===== src/rtl/mem_init_pkg.sv =====
package mem_init_pkg;

   typedef enum logic {
      SEL_CTRL = 1'b0,
      SEL_MODE = 1'b1
   } wr_sel_e;

   // Step order is behaviour: the sequencer walks these in ascending order.
   typedef enum logic [2:0] {
      ST_UNLOCK   = 3'd0,
      ST_PRE_A    = 3'd1,
      ST_EXT_MODE = 3'd2,
      ST_DLL_RST  = 3'd3,
      ST_PRE_B    = 3'd4,
      ST_REFRESH  = 3'd5,
      ST_MODE_SET = 3'd6,
      ST_NORMAL   = 3'd7
   } step_e;

   typedef enum logic [1:0] {
      PH_IDLE  = 2'd0,
      PH_WRITE = 2'd1,
      PH_GAP   = 2'd2
   } phase_e;

endpackage


===== src/rtl/mem_init_word_gen.sv =====
// Combinational mapping from a sequence step to register select and data.
module mem_init_word_gen
   import mem_init_pkg::*;
#(
   parameter int unsigned    DW         = 32,
   parameter logic [DW-1:0]  BASE_WORD  = '0,
   parameter logic [DW-1:0]  MODE_WORD  = '0,
   parameter logic [DW-1:0]  EMODE_WORD = '0,
   parameter int unsigned    UNLOCK_BIT = 31,
   parameter int unsigned    HI_BIT     = 24,
   parameter int unsigned    DLL_BIT    = 26,
   parameter logic [DW-1:0]  PRE_CODE   = 2,
   parameter logic [DW-1:0]  REF_CODE   = 4
) (
   input  step_e          step_i,
   input  logic           hi_i,
   output wr_sel_e        sel_o,
   output logic [DW-1:0]  data_o
);

   localparam logic [DW-1:0] ONE      = {{(DW-1){1'b0}}, 1'b1};
   localparam logic [DW-1:0] UNLOCK_M = ONE << UNLOCK_BIT;
   localparam logic [DW-1:0] HI_M     = ONE << HI_BIT;
   localparam logic [DW-1:0] DLL_M    = ONE << DLL_BIT;
   localparam logic [DW-1:0] CMD_BASE = BASE_WORD | UNLOCK_M;

   logic [DW-1:0] raw;

   always_comb begin
      sel_o = SEL_CTRL;
      raw   = CMD_BASE;
      unique case (step_i)
         ST_UNLOCK:   raw = CMD_BASE;
         ST_PRE_A:    raw = CMD_BASE | PRE_CODE;
         ST_EXT_MODE: begin sel_o = SEL_MODE; raw = EMODE_WORD; end
         ST_DLL_RST:  begin sel_o = SEL_MODE; raw = MODE_WORD | DLL_M; end
         ST_PRE_B:    raw = CMD_BASE | PRE_CODE;
         ST_REFRESH:  raw = CMD_BASE | REF_CODE;
         ST_MODE_SET: begin sel_o = SEL_MODE; raw = MODE_WORD; end
         ST_NORMAL:   raw = BASE_WORD & ~UNLOCK_M;
         default:     raw = CMD_BASE;
      endcase
   end

   assign data_o = raw | ((sel_o == SEL_CTRL && hi_i) ? HI_M : '0);

endmodule


===== src/rtl/mem_init_step_seq.sv =====
// Next-step and last-step decode; the variant picks whether mode-setup steps run.
module mem_init_step_seq
   import mem_init_pkg::*;
#(
   parameter bit DDR_EN = 1'b1
) (
   input  step_e  cur_i,
   output step_e  nxt_o,
   output logic   last_o
);

   step_e inc;
   assign inc = step_e'(cur_i + 3'd1);

   generate
      if (DDR_EN) begin : g_ddr
         assign nxt_o = inc;
      end else begin : g_sdr
         assign nxt_o = (cur_i == ST_PRE_A) ? ST_PRE_B : inc;
      end
   endgenerate

   assign last_o = (cur_i == ST_NORMAL);

endmodule


===== src/rtl/mem_init_gap_timer.sv =====
// Down counter for the idle gap; expire_o marks the final idle cycle.
module mem_init_gap_timer #(
   parameter int unsigned GAP_W = 4
) (
   input  logic              clk_i,
   input  logic              rst_ni,
   input  logic              load_i,
   input  logic [GAP_W-1:0]  val_i,
   output logic              expire_o
);

   localparam logic [GAP_W-1:0] CNT_ONE = {{(GAP_W-1){1'b0}}, 1'b1};

   logic [GAP_W-1:0] cnt_q;

   always_ff @(posedge clk_i or negedge rst_ni) begin
      if (!rst_ni) begin
         cnt_q <= '0;
      end else if (load_i) begin
         cnt_q <= val_i;
      end else if (cnt_q != '0) begin
         cnt_q <= cnt_q - CNT_ONE;
      end
   end

   assign expire_o = (cnt_q == CNT_ONE);

endmodule


===== src/rtl/mem_init_seq.sv =====
module mem_init_seq
   import mem_init_pkg::*;
#(
   parameter int unsigned    DW         = 32,
   parameter int unsigned    GAP_W      = 4,
   parameter bit             DDR_EN     = 1'b1,
   parameter logic [DW-1:0]  BASE_WORD  = 32'h704F_0F00,
   parameter logic [DW-1:0]  MODE_WORD  = 32'h018D_0000,
   parameter logic [DW-1:0]  EMODE_WORD = 32'h4009_0000,
   parameter int unsigned    UNLOCK_BIT = 31,
   parameter int unsigned    HI_BIT     = 24,
   parameter int unsigned    DLL_BIT    = 26,
   parameter logic [DW-1:0]  PRE_CODE   = 2,
   parameter logic [DW-1:0]  REF_CODE   = 4
) (
   input  logic              clk_i,
   input  logic              rst_ni,
   input  logic              start_i,
   input  logic              hi_addr_i,
   input  logic [GAP_W-1:0]  gap_i,
   output logic              wr_sel_o,
   output logic [DW-1:0]     wr_data_o,
   output logic              wr_strobe_o,
   input  logic              wr_ready_i,
   output logic              busy_o,
   output logic              done_o
);

   localparam int unsigned MAX_BIT = (UNLOCK_BIT > HI_BIT)
                                     ? ((UNLOCK_BIT > DLL_BIT) ? UNLOCK_BIT : DLL_BIT)
                                     : ((HI_BIT > DLL_BIT) ? HI_BIT : DLL_BIT);

   generate
      if (MAX_BIT >= DW) begin : g_bad_bit
         $error("mem_init_seq: a flag bit position lies outside the data word");
      end
      if (GAP_W < 1) begin : g_bad_gap
         $error("mem_init_seq: GAP_W must be at least 1");
      end
      if (UNLOCK_BIT == HI_BIT || UNLOCK_BIT == DLL_BIT) begin : g_bad_overlap
         $error("mem_init_seq: unlock flag overlaps another flag");
      end
   endgenerate

   phase_e            phase_q;
   step_e             step_q;
   step_e             step_nxt;
   logic              step_last;
   logic              hi_q;
   logic [GAP_W-1:0]  gap_q;
   logic              done_q;
   logic              accept;
   logic              gap_load;
   logic              gap_expire;
   wr_sel_e           sel_w;

   assign accept   = (phase_q == PH_WRITE) && wr_ready_i;
   assign gap_load = accept && !step_last && (gap_q != '0);

   mem_init_step_seq #(
      .DDR_EN (DDR_EN)
   ) seq_i (
      .cur_i  (step_q),
      .nxt_o  (step_nxt),
      .last_o (step_last)
   );

   mem_init_word_gen #(
      .DW         (DW),
      .BASE_WORD  (BASE_WORD),
      .MODE_WORD  (MODE_WORD),
      .EMODE_WORD (EMODE_WORD),
      .UNLOCK_BIT (UNLOCK_BIT),
      .HI_BIT     (HI_BIT),
      .DLL_BIT    (DLL_BIT),
      .PRE_CODE   (PRE_CODE),
      .REF_CODE   (REF_CODE)
   ) word_i (
      .step_i (step_q),
      .hi_i   (hi_q),
      .sel_o  (sel_w),
      .data_o (wr_data_o)
   );

   mem_init_gap_timer #(
      .GAP_W (GAP_W)
   ) gap_i_tmr (
      .clk_i    (clk_i),
      .rst_ni   (rst_ni),
      .load_i   (gap_load),
      .val_i    (gap_q),
      .expire_o (gap_expire)
   );

   always_ff @(posedge clk_i or negedge rst_ni) begin
      if (!rst_ni) begin
         phase_q <= PH_IDLE;
         step_q  <= ST_UNLOCK;
         hi_q    <= 1'b0;
         gap_q   <= '0;
         done_q  <= 1'b0;
      end else begin
         done_q <= 1'b0;
         unique case (phase_q)
            PH_IDLE: begin
               if (start_i) begin
                  phase_q <= PH_WRITE;
                  step_q  <= ST_UNLOCK;
                  hi_q    <= hi_addr_i;
                  gap_q   <= gap_i;
               end
            end
            PH_WRITE: begin
               if (wr_ready_i) begin
                  if (step_last) begin
                     phase_q <= PH_IDLE;
                     done_q  <= 1'b1;
                  end else begin
                     step_q  <= step_nxt;
                     phase_q <= (gap_q == '0) ? PH_WRITE : PH_GAP;
                  end
               end
            end
            PH_GAP: begin
               if (gap_expire) begin
                  phase_q <= PH_WRITE;
               end
            end
            default: phase_q <= PH_IDLE;
         endcase
      end
   end

   assign wr_sel_o    = sel_w;
   assign wr_strobe_o = (phase_q == PH_WRITE);
   assign busy_o      = (phase_q != PH_IDLE);
   assign done_o      = done_q;

endmodule


===== config.mk =====
export PLATFORM = sky130hd
export DESIGN_NAME = mem_init_seq
export DESIGN_NICKNAME = d
export VERILOG_FILES = /design/src/rtl/mem_init_pkg.sv /design/src/rtl/mem_init_word_gen.sv /design/src/rtl/mem_init_step_seq.sv /design/src/rtl/mem_init_gap_timer.sv /design/src/rtl/mem_init_seq.sv
export SDC_FILE = /design/constraint.sdc
export NUM_CORES = 1
export LEC_CHECK = 0
export CAP_MARGIN = 20
export CORE_UTILIZATION = 46
export DETAILED_ROUTE_END_ITERATION = 10
export GPL_TIMING_DRIVEN = 0
export PLACE_DENSITY = 0.84
export REMOVE_ABC_BUFFERS = 1
export SLEW_MARGIN = 20
export SYNTH_ARGS = -nofsm -noshare
export SYNTH_HDL_FRONTEND = slang
export SYNTH_SLANG_ARGS = --single-unit

===== constraint.sdc =====
create_clock -name clk_i -period 5.55 [get_ports clk_i]
set_input_delay 1.3875 -clock clk_i [delete_from_list [all_inputs] [get_ports clk_i]]
set_output_delay 1.3875 -clock clk_i [all_outputs]
set_load 0.005 [all_outputs]

# --- After elaboration in Yosys (flattened, before gate mapping) ---
# Cells that the tools add are included.
totals:
  ff_bits: 15
  inputBits: 9
  output_inout_bits: 36
  word_cells: 60
op_classes:
  addsub: 2
  n_eq_ne: 14
  muxes: 18
  bitwise_logic: 2
  reduce_logical: 18
op_table:
  columns: ["operator", "n"]
  rows:
  - ["$pmux 32 s7", 1]
  - ["$or 32x32->32", 1]
  - ["$mux 25", 1]
  - ["$eq 3x3->1 const B", 4]
  - ["$mux 2", 5]
  - ["$mux 3", 3]
  - ["$mux 4", 2]
  - ["$reduce_bool 4->1", 2]
  - ["$eq 3x2->1 const B", 2]
  - ["$ne 2x2->1 const B", 3]
  - ["$pmux 2 s3", 1]
  - ["$pmux 3 s2", 1]
  - ["$reduce_bool 2->1", 3]
  - ["$eq 4x1->1 const B", 1]
  - ["$logic_and 1x1->1", 4]
  - ["$logic_not 4->1", 1]
  - ["$mux 1", 4]
  - ["$reduce_and 4->1", 1]
  - ["$sub 4x1->4 const B", 1]
  - ["$add 3x1->3 const B", 1]
  - ["$eq 3x1->1 const B", 1]
  - ["$logic_not 3->1", 1]
  - ["$reduce_and 3->1", 1]
  - ["$reduce_or 3->1", 1]
  - ["8 further kinds", 8]

# --- Logic depth before layout (Yosys ltp) ---
depth:
  word_depth: 7
  depth_mapped: 6

# --- Hierarchy ---
# A second synthesis with hierarchy kept.
hier_totals:
  hier_cells: 97
  area_unflattened_um2: 1014.7
by_module_without_submodules:
  columns: ["module", "n_inst", "cells_per_inst", "area_each_um2", "seq_area_each_um2"]
  rows:
  - ["mem_init_seq", 1, 33, 465.4, 275.3]
  - ["mem_init_gap_timer", 1, 24, 265.3, 100.1]
  - ["mem_init_word_gen", 1, 37, 255.2, 0.0]
  - ["mem_init_step_seq", 1, 3, 28.8, 0.0]

# --- Worst setup path after synthesis ---
# No wires, ideal clock.
synth_path:
  kind: "register to output"
  startpoint: "reg step_q[1]"
  endpoint: "out wr_data_o[10]"
  t_arrival_ns: 1.355
  required_time_ns: 4.163
  path_slack_ns: 2.808
  path_stages_with_launch: 5
  path_buffers: 1
  cell_sequence: "dfrtp_1 ha_1 ha_1 or2_2 buf_4"
synth_between:
  elab_chain_cells: 4
synth_lines:
  columns: ["element", "line_no", "rtl"]
  rows:
  - ["from (decl)", "mem_init_seq.sv:46", "step_e step_q;"]
  - ["from (signal assigned)", "mem_init_seq.sv:119", "step_q <= step_nxt;"]
  - ["$eq 3x1->1 or $eq 3x3->1 (tied branches)", "mem_init_word_gen.sv:32", "unique case (step_i)"]
  - ["$reduce_or 2->1 (no source line)", null, null]
  - ["$pmux 32 s7 *", "mem_init_word_gen.sv:32", null]
  - ["$or 32x32->32 *", "mem_init_word_gen.sv:45", "assign data_o = raw | ((sel_o == SEL_CTRL && hi_i) ? HI_M : '0);"]
  - ["to (decl)", "mem_init_seq.sv:22", "output logic [DW-1:0] wr_data_o,"]
# Mark *: on every way between the ends. The rest lies on a longest branch, timed or not. The select of a mux whose other input is x is not followed.

# --- Worst setup path in the final report ---
layout_path:
  startpoint: "reg step_q[1]"
  endpoint: "out wr_data_o[22]"
# Same word-level chain as after synthesis.

==> results.cfg <==
[yosys]
synthDominantCellAreaShare_pct = 33.5
yosysTopAreaCell = dfrtp_1
synth_cells = 108
avgSynthCellArea_um2 = 10.4
ys_seq_area_share_pct = 33.5
async_flop_share_pct = 100
synth_area_leaders = dfrtp_1, buf_4, ha_1
syn_area_um2 = 1120
synth_warnings = 0
synth_edf_count = 0
synth_top_flop_cell = dfrtp_1
synth_commonest_cells = buf_4, dfrtp_1, ha_1, inv_1, mux2_2
ys_types = 35
synth_most_common_cell = buf_4
synth-seq-cells = 15

[grt]
antenna_found_initial = 0
grt_pass1_wl_um = 3130
use_met1_pct = 19.1
grt_max_degree = 16
grt-busiest-layer = met2
grt_pass1_vias = 728
grtUsageMet3_pct = 3.57
grt_usage_pct = 15.9
grt_use_met2_pct = 27.6
grt_overflow = 0

[drt]
post_drt_wl_per_cell_um = 11.9
drt_iter0_drc = 7
vias = 782
drc = 0
ant_nets = 0
dr.pass1.iters = 3
drt-vias-per-instance = 4.92
wl_um = 1890

[run]
maxCapViolations = 0

[floorplanning]
coreArea_um2 = 2250
rows = 17
ios = 45
dieWidth_um = 51.3
initial_utilization_pct = 49.7
dieHeight_um = 51.3
die-area_um2 = 2640

[setup_path]
crit_type = reg -> out
required_ns = 4.16
rrSetupSlack_ns = 3.70
cp-end-kind = primary output
worstPathMaxFanout = 8
worstSetupEndpoint = wr_data_o[22]
cp_slowest_stage_delay_ns = 0.47
path_common_cell = inv_1
ff2ff_path_depth = 5
start_kind = register
startpoint = step_q[1]
arrival_ns = 2.09
path_cells = inv_1, ha_1, inv_1, nand3_1, or2_2, clkdlybuf4s50_1
crit_path_top_delay_cell = clkdlybuf4s50_1
r2r-start = step_q[1]
r2r_end = step_q[0]

[outcome]
status = complete, no violations

[power_and_ir_drop]
power.leakage_nw = 0.630
pwr-share-seq_pct = 35.3
peakVddDrop_mv = 0.312
p_comb_share_pct = 54.8
swShare_pct = 35.5
p_sw_mw = 0.211
pwr-share-clk_pct = 9.9
power_mw = 0.594
power_density_nw_per_um2 = 443
internal_power_mw = 0.383

[clock_tree]
path_clk_slew_ns = 0.08
cts_root_buf = clkbuf_4
numCtsBuffers = 3
cts.repair.resized = 0
cts_max_level = 1
cts.sinks = 15
max-clock-path-buffers = 2
cts_tree = built
hold_buffers = 0
postCtsSetupRepairBufs = 0
clk_latency_ns = 0.27

[timing]
tns_ns = 0
min_period_ns = 3.48
skew_ns = 0.00188
period_share_pct = 62.7
setup_viol = 0
max_freq_mhz = 288
drv_slew = 0
rsz0062_at_grt = false
max_slew_margin_pct = 56.5
worstMarginPinSlew_ns = 0.651
finalHoldViolCount = 0

[place]
dp_hpwl_um = 1580
portBuffers = 28
gp_congestion = 0.836

[worst_hold_path]
hold_depth = 1
holdCritPathClass = reg -> reg
hp-start = gap_q[2]

[layout]
fin_nets = 150
drive_gt1_share_pct = 16.0
antennaDiodeCount = 0
area_growth_syn_to_layout_pct = 19.8
[layer usage]
layer | part of all wire, % | wire (µm)
met1 | 42 | 785
met3 | 4.2 | 80
met5 | 0 | 0
met2 | 52 | 975
met4 | 2.5 | 47
[worst max-delay path: cells and delay by family (launching register included)]
kind / cells / cell delay [ns]
buffers and inverters: 3 / 0.68
AND/OR/NAND/NOR: 2 / 0.46
flip-flops: 1 / 0.45
adder cells (fa/ha/maj): 1 / 0.23
[cell usage in the layout (no fill, tap or decap), types with 2 or more instances in the layout]
cell and instances:
a22o_1 3, clkbuf_4 3, clkdlybuf4s50_1 28, conb_1 16
dfrtp_1 15, ha_1 9, inv_1 9, mux2_2 5
mux2_4 3, mux2i_1 3, nand2_1 4, nor2_1 2
o21ai_0 4, o22ai_1 2, or2_2 2, xnor2_1 2
[flip-flops by register name (all words and copies together) (netlist names)]
register         flops
gap_i_tmr.cnt_q      4
done_o               1
step_q               3
hi_q                 1
phase_q              2
gap_q                4
[worst min path at each step]
| stage | slack, ns | end |
|---|---|---|
| floorplan | 0.48 | hi_q |
| global placement | 0.52 | gap_i_tmr.cnt_q[2] |
| detailed placement | 0.53 | gap_i_tmr.cnt_q[2] |
| CTS | 0.55 | gap_i_tmr.cnt_q[2] |
| global route | 0.58 | gap_q[2] |
| finish | 0.54 | gap_i_tmr.cnt_q[2] |
[power groups by stage]
stage	clock, mW	sequential [mW]	combinational, mW
after detailed placement	0	0.211	0.327
after global routing	0.0685	0.218	0.356
after global placement	0	0.207	0.315
after floorplan	0	0.195	0.215
final	0.0588	0.210	0.325
after CTS	0.0614	0.209	0.329
[through the flow]
| stage | utilization (%) | setup WS [ns] | instances | area, µm² | hold slack [ns] |
|---|---|---|---|---|---|
| after CTS | 59.5 | 2.04 | 159 | 1340 | 0.548 |
| after floorplan | - | 2.91 | 99 | 1000 | 0.481 |
| after detailed placement | 58.3 | 2.35 | 155 | 1320 | 0.529 |
| after global routing | 59.5 | 1.88 | 159 | 1340 | 0.580 |
| final | 59.5 | 2.07 | 159 | 1340 | 0.543 |
| after global placement | 58.3 | 2.44 | 155 | 1320 | 0.522 |
[layout make-up]
class / instances / area [µm²]
Fill cell: 190 / 913
Multi-Input combinational cell: 75 / 591
Sequential cell: 15 / 375
Timing Repair Buffer: 28 / 280
Tap cell: 28 / 35.0
Inverter: 9 / 33.8
Clock buffer: 4 / 26.3
[cells by family (layout without fill, tap and decap cells)]
logic type / Yosys count / in the layout / share of synthesized area, %
compound gates: 15 / 15 / 9.72
buf+inv: 32 / 41 / 18.4
fa+ha+maj: 9 / 9 / 10.1
flops: 15 / 15 / 33.5
other cells: 2 / 16 / 0.671
mux: 11 / 11 / 11.7
simple gates: 21 / 21 / 13.5
xor+xnor: 3 / 3 / 2.35
(Power assumes the default switching activity.)
